`config.mk`:
```
export PLATFORM = sky130hd
export DESIGN_NAME = coast_window_gen
export DESIGN_NICKNAME = d
export VERILOG_FILES = /design/src/rtl/coast_pkg.sv /design/src/rtl/cw_input_sync.sv /design/src/rtl/cw_polarity_arb.sv /design/src/rtl/cw_frame_predictor.sv /design/src/rtl/coast_window_gen.sv
export SDC_FILE = /design/constraint.sdc
export NUM_CORES = 1
export LEC_CHECK = 0
export BUFFER_PORTS_ARGS = -buffer_cell sky130_fd_sc_hd__buf_2
export CAP_MARGIN = 30
export CORE_MARGIN = 10
export CORE_UTILIZATION = 40
export DETAILED_ROUTE_END_ITERATION = 16
export GPL_ROUTABILITY_DRIVEN = 0
export GPL_TIMING_DRIVEN = 1
export MAX_ROUTING_LAYER = met4
export PLACE_DENSITY_LB_ADDON = 0.15
export RECOVER_POWER = 50
export SYNTH_ARGS = -nofsm -noshare
export SYNTH_HDL_FRONTEND = slang
export SYNTH_HIERARCHICAL = 1
export SYNTH_SLANG_ARGS = --single-unit
```
`constraint.sdc`:
```
create_clock -name clk -period 6.8 [get_ports clk]
set_input_delay 0.34 -clock clk [delete_from_list [all_inputs] [get_ports clk]]
set_output_delay 0.34 -clock clk [all_outputs]
set_load 0.01 [all_outputs]
```
`src/rtl/coast_pkg.sv`:
```
package coast_pkg;
   typedef enum logic {
      POL_ACT_LOW  = 1'b0,
      POL_ACT_HIGH = 1'b1
   } coast_pol_e;
endpackage

```
`src/rtl/cw_input_sync.sv`:
```
module cw_input_sync #(
   parameter int STAGES = 0
) (
   input  logic clk,
   input  logic rst_n,
   input  logic hs_i,
   input  logic vs_i,
   input  logic pin_i,
   output logic hs_o,
   output logic vs_o,
   output logic pin_o
);
   localparam int NSIG = 3;

   if (STAGES < 0 || STAGES > 4) begin : g_bad
      $error("cw_input_sync: STAGES must be 0..4");
   end

   if (STAGES == 0) begin : g_pass
      assign hs_o  = hs_i;
      assign vs_o  = vs_i;
      assign pin_o = pin_i;
   end else begin : g_sync
      logic [NSIG-1:0] sr [STAGES];
      always_ff @(posedge clk or negedge rst_n) begin
         if (!rst_n) begin
            for (int i = 0; i < STAGES; i++) sr[i] <= '0;
         end else begin
            sr[0] <= {pin_i, vs_i, hs_i};
            for (int i = 1; i < STAGES; i++) sr[i] <= sr[i-1];
         end
      end
      assign hs_o  = sr[STAGES-1][0];
      assign vs_o  = sr[STAGES-1][1];
      assign pin_o = sr[STAGES-1][2];
   end
endmodule

```
`src/rtl/cw_polarity_arb.sv`:
```
module cw_polarity_arb
   import coast_pkg::*;
(
   input  logic       clk,
   input  logic       rst_n,
   input  logic       vs_rise,
   input  logic       pin,
   input  logic       ovr,
   input  logic       user_pol,
   output coast_pol_e det_pol_o,
   output coast_pol_e eff_pol_o,
   output logic       ext_coast_o
);
   coast_pol_e det_q;

   always_ff @(posedge clk or negedge rst_n) begin
      if (!rst_n)       det_q <= POL_ACT_HIGH;
      else if (vs_rise) det_q <= coast_pol_e'(~pin);
   end

   assign det_pol_o   = det_q;
   assign eff_pol_o   = ovr ? coast_pol_e'(user_pol) : det_q;
   assign ext_coast_o = (pin == logic'(eff_pol_o));
endmodule

```
`src/rtl/cw_frame_predictor.sv`:
```
module cw_frame_predictor #(
   parameter int LINE_W = 11,
   parameter int PRE_W  = 8
) (
   input  logic              clk,
   input  logic              rst_n,
   input  logic              hs_rise,
   input  logic              vs_rise,
   input  logic [PRE_W-1:0]  precoast,
   output logic              valid_o,
   output logic [LINE_W-1:0] total_o,
   output logic              win_o
);
   localparam logic [LINE_W-1:0] CNT_MAX = {LINE_W{1'b1}};
   localparam int                PAD     = LINE_W - PRE_W;

   logic              started_q;
   logic              valid_q;
   logic [LINE_W-1:0] cnt_q;
   logic [LINE_W-1:0] total_q;
   logic [LINE_W-1:0] pre_ext;
   logic [LINE_W-1:0] thr;

   always_ff @(posedge clk or negedge rst_n) begin
      if (!rst_n) begin
         started_q <= 1'b0;
         valid_q   <= 1'b0;
         cnt_q     <= '0;
         total_q   <= '0;
      end else if (vs_rise) begin
         started_q <= 1'b1;
         cnt_q     <= '0;
         if (started_q) begin
            valid_q <= 1'b1;
            total_q <= cnt_q;
         end
      end else if (hs_rise && started_q && cnt_q != CNT_MAX) begin
         cnt_q <= cnt_q + 1'b1;
      end
   end

   if (PAD > 0) begin : g_pad
      assign pre_ext = {{PAD{1'b0}}, precoast};
   end else begin : g_nopad
      assign pre_ext = precoast;
   end

   assign thr     = (pre_ext >= total_q) ? '0 : (total_q - pre_ext);
   assign win_o   = valid_q && (precoast != '0) && (cnt_q >= thr);
   assign valid_o = valid_q;
   assign total_o = total_q;
endmodule

```
`src/rtl/coast_window_gen.sv`:
```
module coast_window_gen
   import coast_pkg::*;
#(
   parameter int LINE_W    = 11,
   parameter int PRE_W     = 8,
   parameter int IN_STAGES = 0
) (
   input  logic             clk,
   input  logic             rst_n,
   input  logic             hsync_i,
   input  logic             vsync_i,
   input  logic             coast_pin_i,
   input  logic             pol_ovr_i,
   input  logic             pol_user_i,
   input  logic [PRE_W-1:0] precoast_i,
   output logic             coast_o,
   output logic             hsync_gated_o
);
   if (LINE_W < PRE_W) begin : g_chk_w
      $error("coast_window_gen: LINE_W must be >= PRE_W");
   end
   if (PRE_W < 1) begin : g_chk_p
      $error("coast_window_gen: PRE_W must be >= 1");
   end

   logic              hs_s, vs_s, pin_s;
   logic              hs_q, vs_q;
   logic              hs_rise, vs_rise;
   coast_pol_e        det_pol, eff_pol;
   logic              ext_coast;
   logic              frame_valid;
   logic [LINE_W-1:0] frame_lines;
   logic              pre_win;

   cw_input_sync #(.STAGES(IN_STAGES)) u_sync (
      .clk(clk), .rst_n(rst_n),
      .hs_i(hsync_i), .vs_i(vsync_i), .pin_i(coast_pin_i),
      .hs_o(hs_s), .vs_o(vs_s), .pin_o(pin_s)
   );

   always_ff @(posedge clk or negedge rst_n) begin
      if (!rst_n) begin
         hs_q <= 1'b0;
         vs_q <= 1'b0;
      end else begin
         hs_q <= hs_s;
         vs_q <= vs_s;
      end
   end

   assign hs_rise = hs_s & ~hs_q;
   assign vs_rise = vs_s & ~vs_q;

   cw_polarity_arb u_pol (
      .clk(clk), .rst_n(rst_n),
      .vs_rise(vs_rise), .pin(pin_s),
      .ovr(pol_ovr_i), .user_pol(pol_user_i),
      .det_pol_o(det_pol), .eff_pol_o(eff_pol),
      .ext_coast_o(ext_coast)
   );

   cw_frame_predictor #(.LINE_W(LINE_W), .PRE_W(PRE_W)) u_pred (
      .clk(clk), .rst_n(rst_n),
      .hs_rise(hs_rise), .vs_rise(vs_rise),
      .precoast(precoast_i),
      .valid_o(frame_valid), .total_o(frame_lines),
      .win_o(pre_win)
   );

   assign coast_o       = ext_coast | pre_win;
   assign hsync_gated_o = hs_s & ~coast_o;
endmodule

```
# Yosys cells after proc, flatten, opt, wreduce, memory -nomap -nowiden
# Cells that the tools add are included.
# Widths: inputs -> output; s select.
[word_totals]
output_inout_bits = 2
register_bits = 27
input_bits = 15
[classes]
magnitude_cmp = 2
eq_ne = 2
n_addsub = 2
n_mux = 4
bitwise_logic = 8
n_reduce_logical = 7
[ops]
columns = ["operator", "n"]
rows = [
  ["$mux 11", 3],
  ["$add 11x1->11 const B", 1],
  ["$ge 11x11->1", 1],
  ["$ge 8x11->1", 1],
  ["$ne 11x11->1 const B", 1],
  ["$sub 11x8->11", 1],
  ["$reduce_bool 8->1", 1],
  ["$logic_and 1x1->1", 4],
  ["$not 1->1", 4],
  ["$and 1x1->1", 3],
  ["$reduce_and 2->1", 1],
  ["$reduce_bool 2->1", 1],
  ["$eq 1x1->1", 1],
  ["$mux 1", 1],
  ["$or 1x1->1", 1],
]

# Depth between registers and ports, before layout
# Gate-level depths: netlist (run 1).
[logic_depth]
depth_word = 7
mapped_depth = 14
depth_no_buf = 14

# Cells and area by module
# The synthesis (run 1) kept the hierarchy.
[modules_own_cells]
columns = ["module", "cells_per_inst", "seq_area_each_um2", "area_each_um2", "n_inst"]
rows = [
  ["cw_frame_predictor", 208, 600.6, 1900.6, 1],
  ["coast_window_gen", 6, 50.0, 76.3, 1],
  ["cw_polarity_arb", 5, 26.3, 66.3, 1],
  ["cw_input_sync", 3, 0.0, 22.5, 1],
]

# Least setup slack after synthesis (run 1)
# Ideal clock, no wire load.
[synth_timing]
path_kind = "input to output"
start = "in precoast_i[4]"
end = "out hsync_gated_o"
t_required_ps = 6460
cell_stages = 14
slack_ps = 3695
t_arrival_ps = 2765
cell_sequence = "inv_1 -> ha_1 -> buf_2 -> a21oi_1 -> o211ai_1 -> a2bb2oi_1 -> buf_2 -> o21ba_2 -> ha_1 -> nand2b_1 -> a211o_1 -> a21oi_1 -> o22ai_1 -> nor3b_1"
[synth_via]
elab_chain_len = 7
word_cells_on_any_way = 10
cone_classes = "add/sub (1); order compare (2); mux (1); bitwise (3); reduce/logical (3)"
[synth_lines]
columns = ["item", "line_no", "rtl"]
rows = [
  ["start, declared", "coast_window_gen.sv:15", "input logic [PRE_W-1:0] precoast_i,"],
  ["$sub 11x8->11 or $ge 8x11->1 (tied branches)", "cw_frame_predictor.sv:48", "assign thr = (pre_ext >= total_q) ? '0 : (total_q - pre_ext);"],
  ["$mux 11", "cw_frame_predictor.sv:48", ""],
  ["$ge 11x11->1", "cw_frame_predictor.sv:49", "assign win_o = valid_q && (precoast != '0) && (cnt_q >= thr);"],
  ["$logic_and 1x1->1 (*)", "cw_frame_predictor.sv:49", ""],
  ["named net pre_win", "coast_window_gen.sv:33", "logic pre_win;"],
  ["$or 1x1->1 (*)", "coast_window_gen.sv:70", "assign coast_o = ext_coast | pre_win;"],
  ["$not 1->1 (*)", "coast_window_gen.sv:71", "assign hsync_gated_o = hs_s & ~coast_o;"],
  ["$and 1x1->1 (*)", "coast_window_gen.sv:71", ""],
  ["end, declared", "coast_window_gen.sv:17", "output logic hsync_gated_o"],
]
# Mark *: on every way through the listed nets, which the timed path passes. The rest lies on a longest branch.

# Worst setup path in the final report (run 1)
[layout_timing]
start = "reg u_pred.total_q[5], in the netlist u_pred/total_o[5]"
end = "out coast_o"
[layout_via]
elab_chain_len = 5
word_cells_on_any_way = 6
cone_classes = "add/sub (1); order compare (2); mux (1); bitwise (1); reduce/logical (1)"
[layout_lines]
columns = ["item", "line_no", "rtl"]
rows = [
  ["start, declared", "cw_frame_predictor.sv:20", "logic [LINE_W-1:0] total_q;"],
  ["start signal, assigned", "cw_frame_predictor.sv:35", "total_q <= cnt_q;"],
  ["$sub 11x8->11 or $ge 8x11->1 (tied branches)", "cw_frame_predictor.sv:48", ""],
  ["$mux 11 (*)", "cw_frame_predictor.sv:48", ""],
  ["$ge 11x11->1 (*)", "cw_frame_predictor.sv:49", ""],
  ["$logic_and 1x1->1 (*)", "cw_frame_predictor.sv:49", ""],
  ["named net pre_win", "coast_window_gen.sv:33", ""],
  ["$or 1x1->1 (*)", "coast_window_gen.sv:70", ""],
  ["end, declared", "coast_window_gen.sv:16", "output logic coast_o,"],
]
# Marks and branches as above.

==> qor.yml, run 1 <==
status: "finished clean"
clock_latency_ns: 0.27
syn_nets: 258
maxCapViolations: 0
worstPathArrival_ns: 3.63
synth-seq-cells: 27
boundaryPins: 17
synth.most_common_cell: "dfrtp_1"
final.setup.tns_ns: 0
drt-initial-drc-count: 55
place_hpwl_microns: 3640
holdCritStartpoint: "vsync_i"
route.vias.total: 1626
fillCellCount: 518
synth_area_leader_cell: "dfrtp_1"
synth_top_family_by_area: "compound AO/OA/AOI/OAI gates"
worstSetupStartpointType: "flop"
synthCells: 222
start_util_pct: 41.0
path_delay_family: "compound AO/OA/AOI/OAI gates"
synthAdderAreaFrac_pct: 13.1
maxSlewHeadroom_pct: 4.44
grt_pass1_wl_microns: 7890
grt_start_max_net_pins: 28
rr_startpoint: "u_pred/cnt_q[1]$_DFFE_PN0P_"
hold_violations: 0
dp_cells: 299
setup_viol: 0
die_w_microns: 91.9
h-tree-depth: 1
synth_xor_area_share_pct: 3.33
dieArea_sq_um: 8440
p_leak_nw: 1.02
skew_ns: 0.00137
fmax_mhz: 252
synth_area_sq_um: 2070
synth_compound_area_share_pct: 20.4
rrSetupSlack_ns: 4.81
critPathRequiredTime_ns: 6.46
hold_end: "vs_q$_DFF_PN0_"
io_buffers: 16
seq_area_frac_synth_pct: 32.8
path_buf_inv: 1
critical_path_class: "reg2out"
drtAntennaViolNets: 0
grt-ovfl-total: 0
cp_cell_sequence: "ha_1 > nand4_1 > a21oi_1 > a2bb2oi_1 > o21ba_2 > ha_1 > nand2b_1 > a211o_1 > a21oi_1 > o22ai_1 > or2_1 > buf_2"
period_minus_slack_ns: 3.97
cts_resized: 0
num_rows: 26
path_clk_slew_ns: 0.09
synthTopCellsByArea: "dfrtp_1 31%, ha_1 12%, a21oi_1 4.6%, mux2_2 4.4%, o21ai_0 3.6%"
core_area_sq_um: 5040
hold_buffers: 0
power_density_nw_per_um2: 159
synth_edf_count: 0
synth_cell_types: 55
slowest_delay_ns: 0.64
wire_per_inst_microns: 15.2
tightest_slew_ns: 1.43
r2r_end: "u_pred/cnt_q[9]$_DFFE_PN0P_"
synthSimpleGateAreaFrac_pct: 18.7
post_cts_buffers: 0
path_max_fanout: 11
final_net_count: 270
ys_warn_count: 6
cts_buffer_depth: 2
cts_buffers: 3
clock_sinks: 27
ys_async_sr_fraction_pct: 100
slowest_stage: "a2bb2oi_1"
hp-class: "in2reg"
drt-total-wl_microns: 4610
layout.cells.non_filler: 303
synth_common_cells: "26 x dfrtp_1, 20 x ha_1, 19 x a21oi_1"
clockRootBuffer: "clkbuf_8"
grt_pass1_vias: 1710
synth.top_cell.area_share_pct: 31.5
slew_violations: 0
yosys_most_used_dff: "dfrtp_1"
cts_tree: "built"
rsz0062_at_grt: "false"
min_path_cells: 1
drc: 0
ir_drop_mv: 0.142
grt_util_all_layers_pct: 11.4
dr.pass1.iters: 4
avgSynthCellArea_sq_um: 9.31
endpoint_kind: "primary output"
synthMuxAreaShare_pct: 6.30
n_antenna_cell: 0
die-height_microns: 91.9
avgViaCountPerCell: 5.37
area_growth_pct: 7.87
holdWs_ns: 0.180
drive_gt1_share_pct: 18.0
antenna_found_initial: 0
crit_start: "u_pred/total_o[5]$_DFFE_PN0P_"
fin_crit_sh_pct: 58.3
worst-r2r-cell-count: 5
## layout by cell type (no fill, tap or decap), types with 2 or more instances in the layout
master and n:
ha_1 20, a211oi_1 2, buf_2 14, dfrtp_1 26, nor4_1 2, nor2b_1 3
clkbuf_8 3, inv_1 14, nor2_1 13, o211ai_1 5, clkbuf_1 2, or4_2 3
o31ai_1 4, a211o_1 2, mux2_2 8, a31oi_1 2, nand2b_1 3, a21oi_1 19
xnor2_1 2, nand2_1 17, mux2_4 2, or3_2 2, nand3_1 6, nand4_1 3
a21o_1 3, or3_1 3, o22ai_1 3, xor2_1 4, o21ai_0 15, nor3_1 2
## worst max path at each step
| stage | end | slack (ns) | cells past startpoint |
|---|---|---|---|
| 3_5_place_dp | hsync_gated_o | 3.04 | 14 |
| 6_report | coast_o | 2.83 | 12 |
| 5_1_grt | hsync_gated_o | 2.54 | 12 |
| 2_1_floorplan | hsync_gated_o | 3.70 | 14 |
| 4_1_cts | coast_o | 2.80 | 12 |
| 3_3_place_gp | coast_o | 3.13 | 14 |
## stage by stage
step	util [%]	worst slack, ns	instance area, sq um	power, mW
3_5_place_dp	43.3	3.04	2180	0.267
6_report	44.2	2.83	2230	0.355
4_1_cts	44.2	2.80	2230	0.360
5_1_grt	44.2	2.54	2230	0.375
2_1_floorplan	-	3.70	2070	0.240
3_3_place_gp	43.1	3.13	2170	0.267
## sequential cells by signal (all words and copies together), names as in the netlist
name              cells
hs_q                  1
u_pred/started_q      1
u_pred/total_o       11
u_pred/cnt_q         11
vs_q                  1
u_pred/valid_o        1
u_pol/det_pol_o       1
## cells by family (layout without fill, tap and decap cells)
group / Yosys count / after routing
compound gates: 64 / 64
xor+xnor: 7 / 7
fa+ha+maj: 21 / 21
buf+inv: 24 / 35
flops: 27 / 27
mux: 11 / 11
simple gates: 68 / 68
## layout make-up
type | instances | area [sq um] | area share [%]
flip-flops and latches | 27 | 677 | 30.4
multi-input cells | 171 | 1280 | 57.3
well taps | 70 | 87.6 | 3.93
clock inverters | 1 | 5.00 | 0.225
clock buffers | 3 | 41.3 | 1.85
inverters | 14 | 52.6 | 2.36
repair buffers | 17 | 88.8 | 3.99
## per-layer routing
| layer | global-route usage, % | wire [microns] | up-vias |
|---|---|---|---|
| li1 | - | - | 841 |
| met1 | 13.6 | 2240 | 763 |
| met2 | 19.5 | 2230 | 15 |
| met3 | 1.47 | 69 | 7 |
| met4 | 3.73 | 69 | 0 |
| met5 | - | 0 | - |
## worst reg2reg max path: stages (launching register included)
cell and delay, ns:
dfrtp_1 0.48, ha_1 0.24, nand3_2 0.17, o311ai_4 0.57, nor4_2 0.12, mux2_4 0.31
## power by group
part	internal (mW)	total, mW	switching, mW	leakage (nW)
clock	0.0411	0.0923	0.0512	0.0255
sequential	0.170	0.180	0.0102	0.355
combinational	0.0369	0.0825	0.0456	0.639
total	0.248	0.355	0.107	1.02
Note: power is estimated with default switching activity, not from simulation.
==> run 2, diff against run 1 <==
- clock period: 6.8 -> 4.08 ns (I/O delays scaled with it)
==> run 2 against run 1 <==
Net effect:
- non-clock buffer count grew 2
- combinational power grew 68%
- the flow now finishes with violations (max-capacitance violations, max-slew violations)
- clock-buffer cell count grew 1
- die area is the same
- first-iteration DRC count grew 27%
- largest cell class unchanged
- global-route usage grew 0.21 points
- register-to-register slack lost 2.8 ns
- clock power grew 66%
- core utilization grew 0.17 points
- worst hold slack lost 0.14 ns
- sequential share of layout area shrank 0.12 points
==> qor.yml, run 2 (synthesized netlist as in run 1, its figures left out) <==
status: "finished with violations"
violations: "max-capacitance violations, max-slew violations"
fin_crit_sh_pct: 86.3
power_density_nw_per_um2: 264
endpoint_kind: "primary output"
grt_util_all_layers_pct: 11.6
worstPathArrival_ns: 3.32
drt-total-wl_microns: 4630
num_rows: 26
min_path_cells: 1
grt-ovfl-total: 0
drtAntennaViolNets: 0
antenna_found_initial: 0
dr.pass1.iters: 4
maxCapViolations: 1
boundaryPins: 17
final_common_cell: "dfrtp_1"
post_cts_buffers: 0
h-tree-depth: 1
p_sw_share_pct: 29.7
slowest_stage: "ha_1"
holdCritStartpoint: "vsync_i"
skew_ns: 0.00462
rrSetupSlack_ns: 1.99
avgViaCountPerCell: 5.47
critical_path_class: "reg2out"
seqPwrFrac_pct: 50.6
hold_violations: 0
clock_sinks: 27
rr_startpoint: "vs_q$_DFF_PN0_"
setup_viol: 0
tightest_slew_ns: 1.52
fillCellCount: 503
grt_start_max_net_pins: 28
dieArea_sq_um: 8440
final_net_count: 272
ir_drop_mv: 0.195
maxSlewHeadroom_pct: -1.62
power.internal_mw: 0.415
p_leak_nw: 1.02
layout.cells.non_filler: 305
fmax_mhz: 284
critPathRequiredTime_ns: 3.88
power_mw: 0.590
place_hpwl_microns: 3590
cts_tree: "built"
hold_end: "vs_q$_DFF_PN0_"
worst-r2r-cell-count: 4
clockRootBuffer: "clkbuf_8"
slew_violations: 28
final.setup.tns_ns: 0
p_comb_share_pct: 23.5
drt-initial-drc-count: 70
route.vias.total: 1669
worstSetupStartpointType: "flop"
rsz0062_at_grt: "false"
io_buffers: 16
drc: 0
r2r_end: "u_pred/total_o[10]$_DFFE_PN0P_"
grt_pass1_wl_microns: 7940
die-height_microns: 91.9
grt_pass1_vias: 1682
wire_per_inst_microns: 15.2
clock_latency_ns: 0.28
area_growth_pct: 8.30
drive_gt1_share_pct: 17.4
die_w_microns: 91.9
slowest_delay_ns: 0.46
path_max_fanout: 11
cts_buffer_depth: 2
clkPwrFrac_pct: 25.9
n_antenna_cell: 0
cts_buffers: 3
final_cell_mix: "26 x dfrtp_1, 20 x ha_1, 19 x a21oi_1"
hp-class: "in2reg"
core_area_sq_um: 5040
start_util_pct: 41.0
p_sw_mw: 0.175
dp_cells: 300
period_minus_slack_ns: 3.52
cp_cell_sequence: "ha_1 > nand4_1 > a21oi_1 > a2bb2oi_1 > buf_4 > a2bb2o_1 > ha_1 > a21o_1 > a21oi_1 > o22ai_1 > or2_1 > buf_2"
path_clk_slew_ns: 0.09
## run 2: layout make-up
type | instances | area, sq um | area share, %
inverter | 14 | 52.6 | 2.35
tap | 70 | 87.6 | 3.91
sequential | 27 | 677 | 30.3
clock buffer | 4 | 45.0 | 2.01
multi-input combinational | 171 | 1280 | 57.0
timing repair buffer | 19 | 98.8 | 4.42
## run 2: worst max-delay path by stage
stage,startpoint,end,cells past startpoint
after floorplan,u_pred/total_o[4]$_DFFE_PN0P_,hsync_gated_o,13
after global placement,u_pred/total_o[5]$_DFFE_PN0P_,coast_o,13
after detailed placement,u_pred/total_o[5]$_DFFE_PN0P_,coast_o,13
after CTS,u_pred/total_o[5]$_DFFE_PN0P_,hsync_gated_o,13
after global routing,u_pred/total_o[5]$_DFFE_PN0P_,hsync_gated_o,13
final,u_pred/total_o[5]$_DFFE_PN0P_,coast_o,12
## run 2: through the flow
| step | utilization (%) | area, sq um | setup slack (ns) | hold WS, ns |
|---|---|---|---|---|
| global route | 44.4 | 2240 | 0.359 | 0.0264 |
| CTS | 44.5 | 2240 | 0.557 | 0.0324 |
| floorplan | - | 2070 | 1.13 | -0.0916 |
| detailed placement | 43.4 | 2190 | 0.888 | 0.269 |
| finish | 44.4 | 2240 | 0.558 | 0.0386 |
| global placement | 43.4 | 2190 | 0.895 | 0.261 |
## run 2: layer usage
metal,vias up,GRT usage [%],share of wire [%]
li1,844,-,-
met1,801,13.9,48
met2,19,19.5,48
met3,5,1.87,2.0
met4,0,3.86,1.3
met5,-,-,0
## run 2: critical path, delay by kind of cell, from the launching register on
kind	cells	cell delay [ns]
simple gates	2	0.42
buf+inv	2	0.33
compound gates	6	1.14
fa+ha+maj	2	0.75
flops	1	0.39
## run 2: what timing repair did
action,in CTS,in global routing
hold buffers,1,0
gates resized for setup,0,0
hold endpoints to repair,26,0
## run 2: power groups by stage
stage / logic [mW] / registers (mW) / clock network [mW]
after floorplan: 0.101 / 0.300 / 0
after global placement: 0.141 / 0.304 / 0
after detailed placement: 0.140 / 0.305 / 0
after CTS: 0.142 / 0.299 / 0.162
after global routing: 0.159 / 0.302 / 0.171
final: 0.139 / 0.298 / 0.153
